### config.mk
export PLATFORM = sky130hd
export DESIGN_NAME = head_step_seq
export DESIGN_NICKNAME = d
export VERILOG_FILES = /design/src/rtl/hss_pkg.sv /design/src/rtl/hss_decode.sv /design/src/rtl/hss_rate.sv /design/src/rtl/hss_timer.sv /design/src/rtl/hss_ctrl.sv /design/src/rtl/head_step_seq.sv
export SDC_FILE = /design/constraint.sdc
export NUM_CORES = 1
export LEC_CHECK = 0
export CORE_MARGIN = 1.5
export CORE_UTILIZATION = 45
export DETAILED_ROUTE_END_ITERATION = 16
export DONT_BUFFER_PORTS = 1
export GPL_TIMING_DRIVEN = 0
export PLACE_DENSITY = 0.63
export SETUP_SLACK_MARGIN = 0.3
export SYNTH_ARGS = -nofsm -noshare
export SYNTH_HDL_FRONTEND = slang
export SYNTH_SLANG_ARGS = --single-unit
### constraint.sdc
create_clock -name clk -period 6.11 [get_ports clk]
set_clock_uncertainty 0.05 [all_clocks]
set_input_delay 0.3055 -clock clk [delete_from_list [all_inputs] [get_ports clk]]
set_output_delay 0.3055 -clock clk [all_outputs]
set_load 0.1 [all_outputs]
### src/rtl/hss_pkg.sv
package hss_pkg;

    typedef enum logic [2:0] {
        OP_RESTORE,
        OP_SEEK,
        OP_STEP,
        OP_STEP_IN,
        OP_STEP_OUT,
        OP_NONE
    } op_e;

    typedef enum logic [2:0] {
        S_IDLE,
        S_SPIN,
        S_DECIDE,
        S_STEP,
        S_SETTLE,
        S_VERIFY
    } st_e;

    typedef struct packed {
        op_e        op;
        logic       spin_skip;
        logic       verify;
        logic       upd;
        logic [1:0] rate;
    } cmd_t;

endpackage

### src/rtl/hss_decode.sv
module hss_decode
    import hss_pkg::*;
(
    input  logic [7:0] cmd_i,
    output cmd_t       dec_o
);

    always_comb begin
        dec_o.spin_skip = cmd_i[3];
        dec_o.verify    = cmd_i[2];
        dec_o.rate      = cmd_i[1:0];
        dec_o.upd       = 1'b1;
        dec_o.op        = OP_NONE;
        casez (cmd_i[7:4])
            4'b0000: dec_o.op = OP_RESTORE;
            4'b0001: dec_o.op = OP_SEEK;
            4'b001?: begin dec_o.op = OP_STEP;     dec_o.upd = cmd_i[4]; end
            4'b010?: begin dec_o.op = OP_STEP_IN;  dec_o.upd = cmd_i[4]; end
            4'b011?: begin dec_o.op = OP_STEP_OUT; dec_o.upd = cmd_i[4]; end
            default: dec_o.op = OP_NONE;
        endcase
    end

endmodule

### src/rtl/hss_rate.sv
module hss_rate #(
    parameter int CYC_PER_MS = 125000,
    parameter int TW         = 22
) (
    input  logic          tbl_i,
    input  logic [1:0]    rate_i,
    output logic [TW-1:0] period_o
);

    logic [4:0] ms;

    always_comb begin
        unique case ({tbl_i, rate_i})
            3'b000, 3'b100: ms = 5'd6;
            3'b001, 3'b101: ms = 5'd12;
            3'b010:         ms = 5'd20;
            3'b011:         ms = 5'd30;
            3'b110:         ms = 5'd2;
            3'b111:         ms = 5'd3;
            default:        ms = 5'd6;
        endcase
        period_o = TW'(ms) * TW'(CYC_PER_MS);
    end

endmodule

### src/rtl/hss_timer.sv
module hss_timer #(
    parameter int TW = 22
) (
    input  logic          clk,
    input  logic          rst_n,
    input  logic          start_i,
    input  logic [TW-1:0] lim_i,
    output logic [TW-1:0] elapsed_o,
    output logic          done_o
);

    logic [TW-1:0] elapsed_q;
    logic [TW-1:0] lim_q;

    always_ff @(posedge clk or negedge rst_n) begin
        if (!rst_n) begin
            elapsed_q <= '0;
            lim_q     <= TW'(1);
        end else if (start_i) begin
            elapsed_q <= '0;
            lim_q     <= lim_i;
        end else if (elapsed_q != lim_q - TW'(1)) begin
            elapsed_q <= elapsed_q + TW'(1);
        end
    end

    assign elapsed_o = elapsed_q;
    assign done_o    = (elapsed_q == lim_q - TW'(1));

    // the running count never passes the loaded period
    a_r2_elapsed_below_limit: assert property (@(posedge clk) disable iff (!rst_n)
        elapsed_q < lim_q);

endmodule

### src/rtl/hss_ctrl.sv
module hss_ctrl
    import hss_pkg::*;
#(
    parameter int TW          = 22,
    parameter int TRK_W       = 8,
    parameter int STEP_W      = 4,
    parameter int IDX_LIMIT   = 5,
    parameter int RESTORE_MAX = 255,
    parameter int SETTLE_CYC  = 3750000
) (
    input  logic             clk,
    input  logic             rst_n,
    input  logic             cmd_valid_i,
    input  cmd_t             dec_i,
    input  logic [TW-1:0]    period_i,
    input  logic [TRK_W-1:0] tgt_i,
    input  logic             trk_wr_i,
    input  logic [TRK_W-1:0] trk_wdata_i,
    input  logic             motor_ready_i,
    input  logic             trk0_i,
    input  logic             index_i,
    input  logic             vfy_ok_i,
    input  logic             tmr_done_i,
    input  logic [TW-1:0]    tmr_elapsed_i,
    output logic             tmr_start_o,
    output logic [TW-1:0]    tmr_lim_o,
    output logic             step_o,
    output logic             dir_in_o,
    output logic             busy_o,
    output logic             not_trk0_o,
    output logic             rnf_o,
    output logic [TRK_W-1:0] track_o
);

    localparam int RW = $clog2(RESTORE_MAX + 1);
    localparam int IW = $clog2(IDX_LIMIT + 1);

    st_e              state_q, nxt;
    op_e              op_q;
    logic             ver_q, upd_q;
    logic [TW-1:0]    period_q;
    logic [TRK_W-1:0] tgt_q, track_q;
    logic             dir_q, rnf_q, trk0_q, idx_q;
    logic [RW-1:0]    rcnt_q;
    logic [IW-1:0]    icnt_q;

    logic accept, go_step, step_dir, zero_trk, set_rnf, finish, idx_rise;

    assign idx_rise = index_i & ~idx_q;

    // next state and control strobes
    always_comb begin
        nxt      = state_q;
        accept   = 1'b0;
        go_step  = 1'b0;
        step_dir = dir_q;
        zero_trk = 1'b0;
        set_rnf  = 1'b0;
        finish   = 1'b0;
        unique case (state_q)
            S_IDLE: begin
                if (cmd_valid_i && dec_i.op != OP_NONE) begin
                    accept = 1'b1;
                    nxt = (!dec_i.spin_skip && !motor_ready_i) ? S_SPIN : S_DECIDE;
                end
            end
            S_SPIN: begin
                if (motor_ready_i) nxt = S_DECIDE;
            end
            S_DECIDE: begin
                unique case (op_q)
                    OP_RESTORE: begin
                        if (trk0_q) begin
                            zero_trk = 1'b1;
                            finish   = 1'b1;
                        end else if (rcnt_q == RW'(RESTORE_MAX)) begin
                            set_rnf = 1'b1;
                            nxt     = S_IDLE;
                        end else begin
                            go_step  = 1'b1;
                            step_dir = 1'b0;
                        end
                    end
                    OP_SEEK: begin
                        if (track_q == tgt_q) begin
                            finish = 1'b1;
                        end else begin
                            go_step  = 1'b1;
                            step_dir = (tgt_q > track_q);
                        end
                    end
                    OP_STEP: begin
                        go_step  = 1'b1;
                        step_dir = dir_q;
                    end
                    OP_STEP_IN: begin
                        go_step  = 1'b1;
                        step_dir = 1'b1;
                    end
                    OP_STEP_OUT: begin
                        go_step  = 1'b1;
                        step_dir = 1'b0;
                    end
                    default: nxt = S_IDLE;
                endcase
            end
            S_STEP: begin
                if (tmr_done_i) begin
                    if (op_q == OP_RESTORE || op_q == OP_SEEK) nxt = S_DECIDE;
                    else finish = 1'b1;
                end
            end
            S_SETTLE: begin
                if (tmr_done_i) nxt = S_VERIFY;
            end
            S_VERIFY: begin
                if (vfy_ok_i) begin
                    nxt = S_IDLE;
                end else if (idx_rise && icnt_q == IW'(IDX_LIMIT - 1)) begin
                    set_rnf = 1'b1;
                    nxt     = S_IDLE;
                end
            end
            default: nxt = S_IDLE;
        endcase

        if (go_step) nxt = S_STEP;
        if (finish)  nxt = ver_q ? S_SETTLE : S_IDLE;

        tmr_start_o = go_step || (finish && ver_q);
        tmr_lim_o   = (nxt == S_SETTLE) ? TW'(SETTLE_CYC) : period_q;
    end

    // state register
    always_ff @(posedge clk or negedge rst_n) begin
        if (!rst_n) state_q <= S_IDLE;
        else        state_q <= nxt;
    end

    // command fields, track register, counters
    always_ff @(posedge clk or negedge rst_n) begin
        if (!rst_n) begin
            op_q     <= OP_NONE;
            ver_q    <= 1'b0;
            upd_q    <= 1'b0;
            period_q <= TW'(1);
            tgt_q    <= '0;
            track_q  <= '0;
            dir_q    <= 1'b0;
            rnf_q    <= 1'b0;
            trk0_q   <= 1'b0;
            idx_q    <= 1'b0;
            rcnt_q   <= '0;
            icnt_q   <= '0;
        end else begin
            trk0_q <= trk0_i;
            idx_q  <= index_i;
            if (accept) begin
                op_q     <= dec_i.op;
                ver_q    <= dec_i.verify;
                upd_q    <= dec_i.upd;
                period_q <= period_i;
                tgt_q    <= tgt_i;
                rcnt_q   <= '0;
                rnf_q    <= 1'b0;
            end else if (trk_wr_i && state_q == S_IDLE) begin
                track_q <= trk_wdata_i;
            end
            if (go_step) begin
                dir_q <= step_dir;
                if (op_q == OP_RESTORE) rcnt_q <= rcnt_q + RW'(1);
                if (upd_q || op_q == OP_RESTORE || op_q == OP_SEEK)
                    track_q <= step_dir ? track_q + TRK_W'(1) : track_q - TRK_W'(1);
            end
            if (zero_trk) track_q <= '0;
            if (set_rnf)  rnf_q   <= 1'b1;
            if (state_q != S_VERIFY) icnt_q <= '0;
            else if (idx_rise)       icnt_q <= icnt_q + IW'(1);
        end
    end

    // outputs
    always_comb begin
        busy_o     = (state_q != S_IDLE);
        step_o     = (state_q == S_STEP) && (tmr_elapsed_i < TW'(STEP_W));
        dir_in_o   = dir_q;
        not_trk0_o = ~trk0_q;
        rnf_o      = rnf_q;
        track_o    = track_q;
    end

    // an idle block changes the track register only through a host write
    a_r12_track_hold_idle: assert property (@(posedge clk) disable iff (!rst_n)
        (state_q == S_IDLE && $past(state_q) == S_IDLE && !$past(trk_wr_i))
            |-> $stable(track_q));

    // an inward step with update moves the track register up by one
    a_r6_inward_increments: assert property (@(posedge clk) disable iff (!rst_n)
        (state_q == S_STEP && $past(state_q) == S_DECIDE && dir_q
            && (upd_q || op_q == OP_SEEK))
            |-> track_q == $past(track_q) + TRK_W'(1));

    // an outward step with update moves the track register down by one
    a_r6_outward_decrements: assert property (@(posedge clk) disable iff (!rst_n)
        (state_q == S_STEP && $past(state_q) == S_DECIDE && !dir_q
            && (upd_q || op_q == OP_SEEK || op_q == OP_RESTORE))
            |-> track_q == $past(track_q) - TRK_W'(1));

    // direction holds for the whole step period
    a_r14_dir_stable_in_step: assert property (@(posedge clk) disable iff (!rst_n)
        (state_q == S_STEP && $past(state_q) == S_STEP) |-> $stable(dir_q));

    // the not-found flag is raised only as the command ends
    a_r5_rnf_at_end: assert property (@(posedge clk) disable iff (!rst_n)
        $rose(rnf_q) |-> state_q == S_IDLE);

    // no step pulse while waiting for the motor
    a_r10_no_step_in_spin: assert property (@(posedge clk) disable iff (!rst_n)
        (state_q == S_SPIN) |=> !(state_q == S_STEP && $past(state_q) == S_SPIN));

endmodule

### src/rtl/head_step_seq.sv
module head_step_seq
    import hss_pkg::*;
#(
    parameter int CYC_PER_MS  = 125000,
    parameter int STEP_W      = 4,
    parameter int IDX_LIMIT   = 5,
    parameter int RESTORE_MAX = 255,
    parameter int SETTLE_MS   = 30
) (
    input  logic       clk,
    input  logic       rst_n,
    input  logic       cmd_valid_i,
    input  logic [7:0] cmd_i,
    input  logic [7:0] tgt_i,
    input  logic       rate_tbl_i,
    input  logic       trk_wr_i,
    input  logic [7:0] trk_wdata_i,
    input  logic       motor_ready_i,
    input  logic       trk0_i,
    input  logic       index_i,
    input  logic       vfy_ok_i,
    output logic       step_o,
    output logic       dir_in_o,
    output logic       busy_o,
    output logic       not_trk0_o,
    output logic       rnf_o,
    output logic [7:0] track_o
);

    localparam int TRK_W      = 8;
    localparam int MAX_MS     = (SETTLE_MS > 30) ? SETTLE_MS : 30;
    localparam int TW         = $clog2(MAX_MS * CYC_PER_MS + 1);
    localparam int SETTLE_CYC = SETTLE_MS * CYC_PER_MS;

    cmd_t          dec;
    logic [TW-1:0] period;
    logic          tmr_start, tmr_done;
    logic [TW-1:0] tmr_lim, tmr_elapsed;

    hss_decode u_decode (
        .cmd_i (cmd_i),
        .dec_o (dec)
    );

    hss_rate #(.CYC_PER_MS(CYC_PER_MS), .TW(TW)) u_rate (
        .tbl_i    (rate_tbl_i),
        .rate_i   (dec.rate),
        .period_o (period)
    );

    hss_timer #(.TW(TW)) u_timer (
        .clk       (clk),
        .rst_n     (rst_n),
        .start_i   (tmr_start),
        .lim_i     (tmr_lim),
        .elapsed_o (tmr_elapsed),
        .done_o    (tmr_done)
    );

    hss_ctrl #(
        .TW(TW), .TRK_W(TRK_W), .STEP_W(STEP_W), .IDX_LIMIT(IDX_LIMIT),
        .RESTORE_MAX(RESTORE_MAX), .SETTLE_CYC(SETTLE_CYC)
    ) u_ctrl (
        .clk           (clk),
        .rst_n         (rst_n),
        .cmd_valid_i   (cmd_valid_i),
        .dec_i         (dec),
        .period_i      (period),
        .tgt_i         (tgt_i),
        .trk_wr_i      (trk_wr_i),
        .trk_wdata_i   (trk_wdata_i),
        .motor_ready_i (motor_ready_i),
        .trk0_i        (trk0_i),
        .index_i       (index_i),
        .vfy_ok_i      (vfy_ok_i),
        .tmr_done_i    (tmr_done),
        .tmr_elapsed_i (tmr_elapsed),
        .tmr_start_o   (tmr_start),
        .tmr_lim_o     (tmr_lim),
        .step_o        (step_o),
        .dir_in_o      (dir_in_o),
        .busy_o        (busy_o),
        .not_trk0_o    (not_trk0_o),
        .rnf_o         (rnf_o),
        .track_o       (track_o)
    );

endmodule

==> results.md, run 1 <==
* Status: finished, final reports clean
* DR WL/cell at 16.39 µm
* H-Tree Level Count at 3
* Slew @ Worst Pin at roughly 1100 ps
* Crit-path cells: inv_1, ha_1, nand4_1, a21oi_1, nor2_1, o41ai_1, inv_1, ha_1, a21o_1, a21oi_1, nor2b_1, o21a_1, o41a_1, xor2_1, or3_1, o211a_1
* Min-Delay Endpoint: u_ctrl.tgt_q[2]
* Slew Viols, Final at 0
* Drt drc at 0
* RePlAce Congestion at 0.8421
* WHS Path Cells at 2
* Synth area leaders: dfrtp_1 39%, ha_1 8.6%, nand2_1 5.0%
* Worst Setup Start Kind: flop
* HP Class: in2reg
* Warnings from Yosys at 0
* Clock slew at the register clock pins of the worst setup and hold paths at 80 ps
* Dominant cell type by area after synthesis: dfrtp_1
* Final worst path period share at 0.8245
* Die Ht at 120.7 µm
* Power Density at 484.7 mW/mm²
* Number of flops mapped to enable cells by yosys at 0
* Crit. Startpoint: u_ctrl.track_o[7]
* Maximum number of pins on one net before global-route repair at 102
* Final instance area at 0.006899 mm²
* CTS tree: built
* Most frequent cells in the layout: 97 x dfrtp_1, 83 x nand2_1, 73 x nor2_1, 43 x ha_1, 34 x xor2_1
* CTS sink count at 101
* Crit-path max FO at 7
* Initial DRC count at between 300 and 400
* Initial core utilization at 0.4652
* Num CTS Buffers at 9
* Detail Route Antenna Nets at 0
* Pre-CTS WS at 1177 ps
* FFs w/ async S/R, synth at 1.000
* Post-Route WL at 14.37 mm
* Setup violators final at 0
* Placed cell area at 0.006456 mm²
* Slowest library cell on the worst path: dfrtp_1
* Crit Path Category: reg2reg
* Total Die Area at 0.01457 mm²
* Aggregate global-route resource usage at 0.2112
* Max Cap Viol at 0
* Die Span X at 120.7 µm
* Final #Nets at 774
* Setup Buffers After CTS at 0
* Achievable clock frequency at approximately 0.20 GHz
* Site row count at 42
* Crit path required time at 6300 ps
* Port buffer count at 0
* RSZ-0062 raised after global routing: false
* Primary FF master, synth: dfrtp_1
* Worst path buffer plus inverter count at 2
* Setup_tns at 0 ps
* Internal reg-to-reg setup slack at 1070 ps
* Synth cell types at 60
* Headroom to the max-slew limit at 0.2701
* Endpoint of the worst-slack reg-to-reg timing path: u_ctrl.track_o[7]
* Diode count at 0
* Synthesis-stage register bit count at 101
* Post-Layout Cell Count at 877
* Layout cell share with drive strength beyond 1 at 0.05278
* CP delay by family, top: compound AO/OA/AOI/OAI gates
* Vias in the first global route at approximately 4900
* Area of the core at between 0.01 and 0.015 mm²
* Area delta synth->final at 10.68%
* Worst reg-to-reg path cell count at 16
* Pleak at between 0.003 and 0.004 µW
* Slowest cell delay on critical path at 980 ps
* Initial antenna violation count at 0
* Grt ovf at 0
* Cell Area, Synth at between 0.006 and 0.007 mm²
* CP endpoint kind: flop
* Dpl cells at 850
* Cells after synthesis at 674
* Yosys top cell area share at 0.3894
* # IOs at 46
* Worst-Skew Late Latency at 360 ps
* Post-DP HPWL at 10.64 mm
* Routed via count at 4882
* Drt pass-1 iters at 5
* Mapped Avg Cell Area at between 9 and 10 µm²
* R2r startpoint: u_ctrl.track_o[7]
* Most common cell after layout, fill and taps aside: dfrtp_1
* Min Tclk post-route at 5038 ps
* Endpoints failing hold at 0
* FILL cells at 1253
* Net Count, Synth at between 700 and 800
* Hold_sp: tgt_i[2]
* Final worst setup slack at 1072 ps
* Root Buffer: clkbuf_16
* Sequential fraction of the synthesis area at 0.4063
* First-pass GRT wire length at about 24 mm
* Arr. time, crit path at 5230 ps
* Vias/cell at 5.567
* Clk buf depth at 2
* VDD IR-drop max at 0.2568 mV
-- logic make-up after synthesis --
| logic type | Yosys count | synth area share |
|---|---|---|
| compound gates | 101 | 0.1052 |
| xor+xnor | 65 | 0.09133 |
| fa+ha+maj | 45 | 0.09273 |
| buf+inv | 57 | 0.03733 |
| flops | 101 | 0.4063 |
| mux | 33 | 0.05339 |
| simple gates | 272 | 0.2138 |
-- repair_timing --
item | in CTS | in global routing
setup endpoints to repair | 0 | 0
gates resized for setup | 0 | 0
hold endpoints to repair | 109 | 0
hold buffers | 11 | 0
-- layout make-up --
cell class / instances / area (µm²) / share of cell area
multi-input combinational: 516 / 3471 / 0.5031
sequential: 101 / 2532 / 0.3671
clock buffer: 9 / 225.2 / 0.03264
tap: 176 / 220.2 / 0.03192
timing repair buffer: 11 / 127.6 / 0.01850
inverter: 32 / 120.1 / 0.01741
buffer: 25 / 112.6 / 0.01632
clock inverter: 7 / 90.09 / 0.01306
-- state kept, by name, indices dropped and copies added (netlist names) --
name	cells
u_ctrl.dir_in_o	1
u_ctrl.icnt_q	3
u_ctrl.idx_q	1
u_ctrl.op_q	3
u_ctrl.period_q	20
u_ctrl.rcnt_q	8
u_ctrl.rnf_o	1
u_ctrl.state_q	3
u_ctrl.tgt_q	8
u_ctrl.track_o	8
u_ctrl.trk0_q	1
u_ctrl.upd_q	1
u_ctrl.ver_q	1
u_timer.elapsed_o	22
u_timer.lim_q	20
-- how the worst max path moves through the flow --
stage                              endpoint  slack, ps  cells after the start
final                     u_ctrl.track_o[7]       1070                     16
after global routing      u_ctrl.track_o[7]        790                     16
after floorplan           u_ctrl.track_o[7]       1670                     17
after global placement    u_ctrl.track_o[7]       1250                     16
after detailed placement  u_ctrl.track_o[7]       1180                     16
after CTS                 u_ctrl.track_o[7]       1160                     16
-- synthesized netlist by cell type (4+ instances only) --
master    instances
a211oi_1          9
a21o_1            8
a21oi_1          21
a31oi_1           6
and2_1            7
and3_1            8
and4_1            5
clkbuf_1         17
dfrtp_1          97
dfstp_2           4
ha_1             43
inv_1            32
mux2i_1          31
nand2_1          83
nand3_1          18
nand4_1          19
nor2_1           74
nor2b_1           9
nor3_1            8
nor4_1           15
o21ai_0          28
or3_1             7
or4_1             4
xnor2_1          31
xor2_1           34
-- routing by layer --
layer	routed length, µm	part of all wire	GRT usage	up-vias
met3	506	0.035	0.04387	12
met4	176	0.012	0.05588	0
met1	6964	0.48	0.2958	2393
met2	6725	0.47	0.3331	78
li1	-	-	-	2399
met5	0	0	0	-
-- through the flow --
| step | power (µW) | hold slack [ps] | util |
|---|---|---|---|
| after floorplan | 2395 | -40.09 | - |
| after global placement | 2629 | -37.90 | 0.4816 |
| after detailed placement | 2704 | -37.76 | 0.4818 |
| after CTS | 3352 | 0.9277 | 0.5148 |
| after global routing | 3598 | 15.90 | 0.5148 |
| final | 3344 | 7.610 | 0.5148 |
-- power by group --
part	internal [µW]	switching (µW)
combinational	600	756
sequential	898	481
clock	329	279
total	1830	1520
(Power assumes the default switching activity.)
==> inputs of run 2 (changes only) <==
ABC_AREA = 1   (was unset)
clock period = 4.9 ns   (was 6.11 ns; I/O delays follow)
==> run 2 against run 1 <==
Effect of this change: synthesized cell count rose by 41%; total power rose by 27%; clock-buffer cell count did not move; clock power rose by 31%; setup slack got worse by 220 ps; wire length rose by 17%; die area rose by 11%; register-to-register slack got worse by 220 ps; critical path depth rose by 6; sequential share of layout area fell by 4.1 points; flip-flop and latch count did not move; critical path type unchanged; critical endpoint unchanged.
==> results.md, run 2 <==
* Port buffer count at 0 (unchanged)
* DR WL/cell at 14.38 µm (-12%)
* Synthesis-stage register bit count at 101 (unchanged)
* Initial DRC count at 302 (-22%)
* RePlAce Congestion at 0.9222 (+9.5%)
* Drt pass-1 iters at 4 (-1)
* Root Buffer: clkbuf_16
* Cells after synthesis at 950 (+41%)
* Slew Viols, Final at 0 (unchanged)
* Clk buf depth at 2 (unchanged)
* Clock slew at the register clock pins of the worst setup and hold paths at 70 ps (about the same)
* Die Ht at 127.4 µm (+5.6%)
* Internal power at 2280 µW (+25%)
* Initial core utilization at 0.4601 (-0.005032)
* Die Span X at 127.4 µm (+5.6%)
* Pleak at 0.003897 µW (+20%)
* Maximum number of pins on one net before global-route repair at 102 (unchanged)
* Num CTS Buffers at 9 (unchanged)
* Net Count, Synth at 1028 (+37%)
* Endpoints failing hold at 0 (unchanged)
* Number of flops mapped to enable cells by yosys at 0 (unchanged)
* Synth cell types at 49 (-18%)
* Dominant cell type by area after synthesis: dfrtp_1
* End-of-flow core utilization at 0.5120 (-0.002826)
* Min Tclk post-route at 4052 ps (-985.1 ps)
* Cell Area, Synth at 0.006969 mm² (+12%)
* Arr. time, crit path at 4280 ps (-950 ps)
* Commonest cells in the synthesized netlist: 264 x nand2_1, 107 x inv_1, 106 x nor2_1
* Routed via count at 6003 (+23%)
* Worst Setup Start Kind: flop
* Post-Route WL at 16.86 mm (+17%)
* Warnings from Yosys at 0 (unchanged)
* Crit-path max FO at 9 (+2)
* Most frequent cells in the layout: 264 x nand2_1, 107 x inv_1, 106 x nor2_1, 97 x dfrtp_1, 55 x a21oi_1
* Headroom to the max-slew limit at 0.2837 (+0.01361)
* Area of the core at 0.01515 mm² (+13%)
* CTS sink count at 101 (unchanged)
* CTS tree: built
* Vias in the first global route at 5887 (+20%)
* Gate power share at 0.408 (+0.002)
* Yosys top cell area share at 0.3483 (-0.04111)
* FFs w/ async S/R, synth at 1.000 (unchanged)
* Total Die Area at 0.01624 mm² (+11%)
* Setup violators final at 0 (unchanged)
* Initial antenna violation count at 0 (unchanged)
* Area delta synth->final at 11.27%
* Diode count at 0 (unchanged)
* Most common cell after layout, fill and taps aside: nand2_1
* Site row count at 45 (+7.1%)
* Power Density at 545.9 mW/mm² (+13%)
* Final worst path period share at 0.8270 (+0.002551)
* Net load switching power at 1953 µW (+29%)
* Layout cell share with drive strength beyond 1 at 0.06199 (+0.009210)
* Achievable clock frequency at 0.2468 GHz (+24%)
* Post-DP HPWL at 12.93 mm (+21%)
* Slew @ Worst Pin at 1074 ps (-20.42 ps)
* FILL cells at 1471 (+17%)
* Sequential fraction of the synthesis area at 0.3634 (-0.04289)
* Switching part of the total power at 0.4613 (+0.007944)
* RSZ-0062 raised after global routing: false
* Worst-Skew Late Latency at 360 ps (about the same)
* Aggregate global-route resource usage at 0.2258 (+0.01459)
* Seq pwr share at 0.404 (-0.008)
* # IOs at 46 (unchanged)
* Synth area leaders: dfrtp_1 35%, nand2_1 14%, ha_1 7.7%
* Drt drc at 0 (unchanged)
* First-pass GRT wire length at 29.03 mm (+19%)
* Hold Slack at 36.31 ps (+28.70 ps)
* HP Class: in2reg
* Crit Path Category: reg2reg
* Most numerous cell in the Yosys netlist: nand2_1
* Status: finished, final reports clean
* Final #Nets at 1057 (+37%)
* Max Cap Viol at 0 (unchanged)
* VDD IR-drop max at 0.3505 mV (+36%)
* Clock Power Share at 0.188 (+0.006)
* Detail Route Antenna Nets at 0 (unchanged)
* Mapped Avg Cell Area at 7.336 µm² (-21%)
* Crit path required time at 5130 ps (-1170 ps)
* Vias/cell at 5.122 (-8.0%)
* Setup_tns at 0 ps (unchanged)
* H-Tree Level Count at 3 (unchanged)
* Grt ovf at 0 (unchanged)
* CP endpoint kind: flop
* Number of flip-flops in the largest register at 22 (unchanged)
* Primary FF master, synth: dfrtp_1
-- run 2: power groups by stage --
stage | Combinational (µW) | Clock, µW | Sequential [µW]
after floorplan | 1360 | 0 | 1620
after global placement | 1620 | 0 | 1720
after detailed placement | 1680 | 0 | 1720
after CTS | 1730 | 816 | 1710
after global routing | 2030 | 850 | 1760
final | 1730 | 796 | 1710
-- run 2: cells by family (layout without fill, tap and decap cells) --
logic type	Yosys count	after routing	share of synthesized area
buf+inv	135	169	0.07899
mux	11	11	0.01598
compound gates	113	113	0.08869
xor+xnor	45	45	0.05655
flops	101	101	0.3634
simple gates	500	500	0.3135
fa+ha+maj	45	45	0.08295
-- run 2: layout make-up --
class | instances | area [µm²] | share of cell area
well taps | 188 | 235.2 | 0.03033
clock buffers | 9 | 225.2 | 0.02904
multi-input cells | 714 | 3891 | 0.5018
clock inverters | 7 | 105.1 | 0.01355
plain buffers | 25 | 137.6 | 0.01775
inverters | 110 | 412.9 | 0.05324
flip-flops and latches | 101 | 2532 | 0.3266
repair buffers | 18 | 215.2 | 0.02775
-- run 2: critical path: stages, from the launching register on --
cell and delay [ps]:
dfrtp_1 980, inv_1 190, ha_1 360, nand2_1 60
nor2_1 130, nand2_1 100, inv_1 80, nand2_1 50
nand2_1 50, o21ai_0 80, nand2_1 110, nand2_1 210
ha_1 410, a21oi_1 140, nand2_1 100, a21oi_1 170
o21bai_1 90, nand2_1 80, nand2_1 60, a21oi_1 140
nand3b_1 130, nand3_1 80, a21oi_1 120
-- run 2: per-stage QoR --
| step | setup slack, ps | cell area, µm² | total power (µW) | instances |
|---|---|---|---|---|
| floorplan | 1309 | 6969 | 2981 | 950 |
| global placement | 900.8 | 7204 | 3341 | 1138 |
| detailed placement | 859.8 | 7237 | 3408 | 1139 |
| CTS | 842.1 | 7755 | 4261 | 1172 |
| global route | 380.6 | 7755 | 4640 | 1172 |
| finish | 847.5 | 7755 | 4233 | 1172 |
-- run 2: what timing repair did --
item | 4_1_cts | 5_1_grt
endpoints found under the setup margin | 0 | 0
hold buffers | 17 | 0
hold endpoints to repair | 114 | 0
buffers inserted | 0 | 0
gates resized for setup | 0 | 0
-- run 2: per-layer routing --
metal,routed length (µm),global-route usage,share of wire,up-vias
met5,0,0,0,-
met4,204,0.06417,0.012,0
met3,810,0.04774,0.048,15
met2,7709,0.3660,0.46,118
met1,8133,0.3055,0.48,2736
li1,-,-,-,3134
-- run 2: worst paths after layout --
path | from | end | slack, ps | cells after the start
setup / recovery | u_ctrl.track_o[7] | u_ctrl.track_o[7] | 850 | 22
hold / removal | motor_ready_i | u_ctrl.state_q[1] | 40 | 2
setup reg to reg | u_ctrl.track_o[7] | u_ctrl.track_o[7] | 850 | 22
hold reg to reg | u_ctrl.tgt_q[4] | u_ctrl.tgt_q[4] | 430 | 2
max in group asynchronous | rst_n | u_ctrl.op_q[0] | 3950 | 2
min in group asynchronous | rst_n | u_timer.elapsed_o[12] | 440 | 2
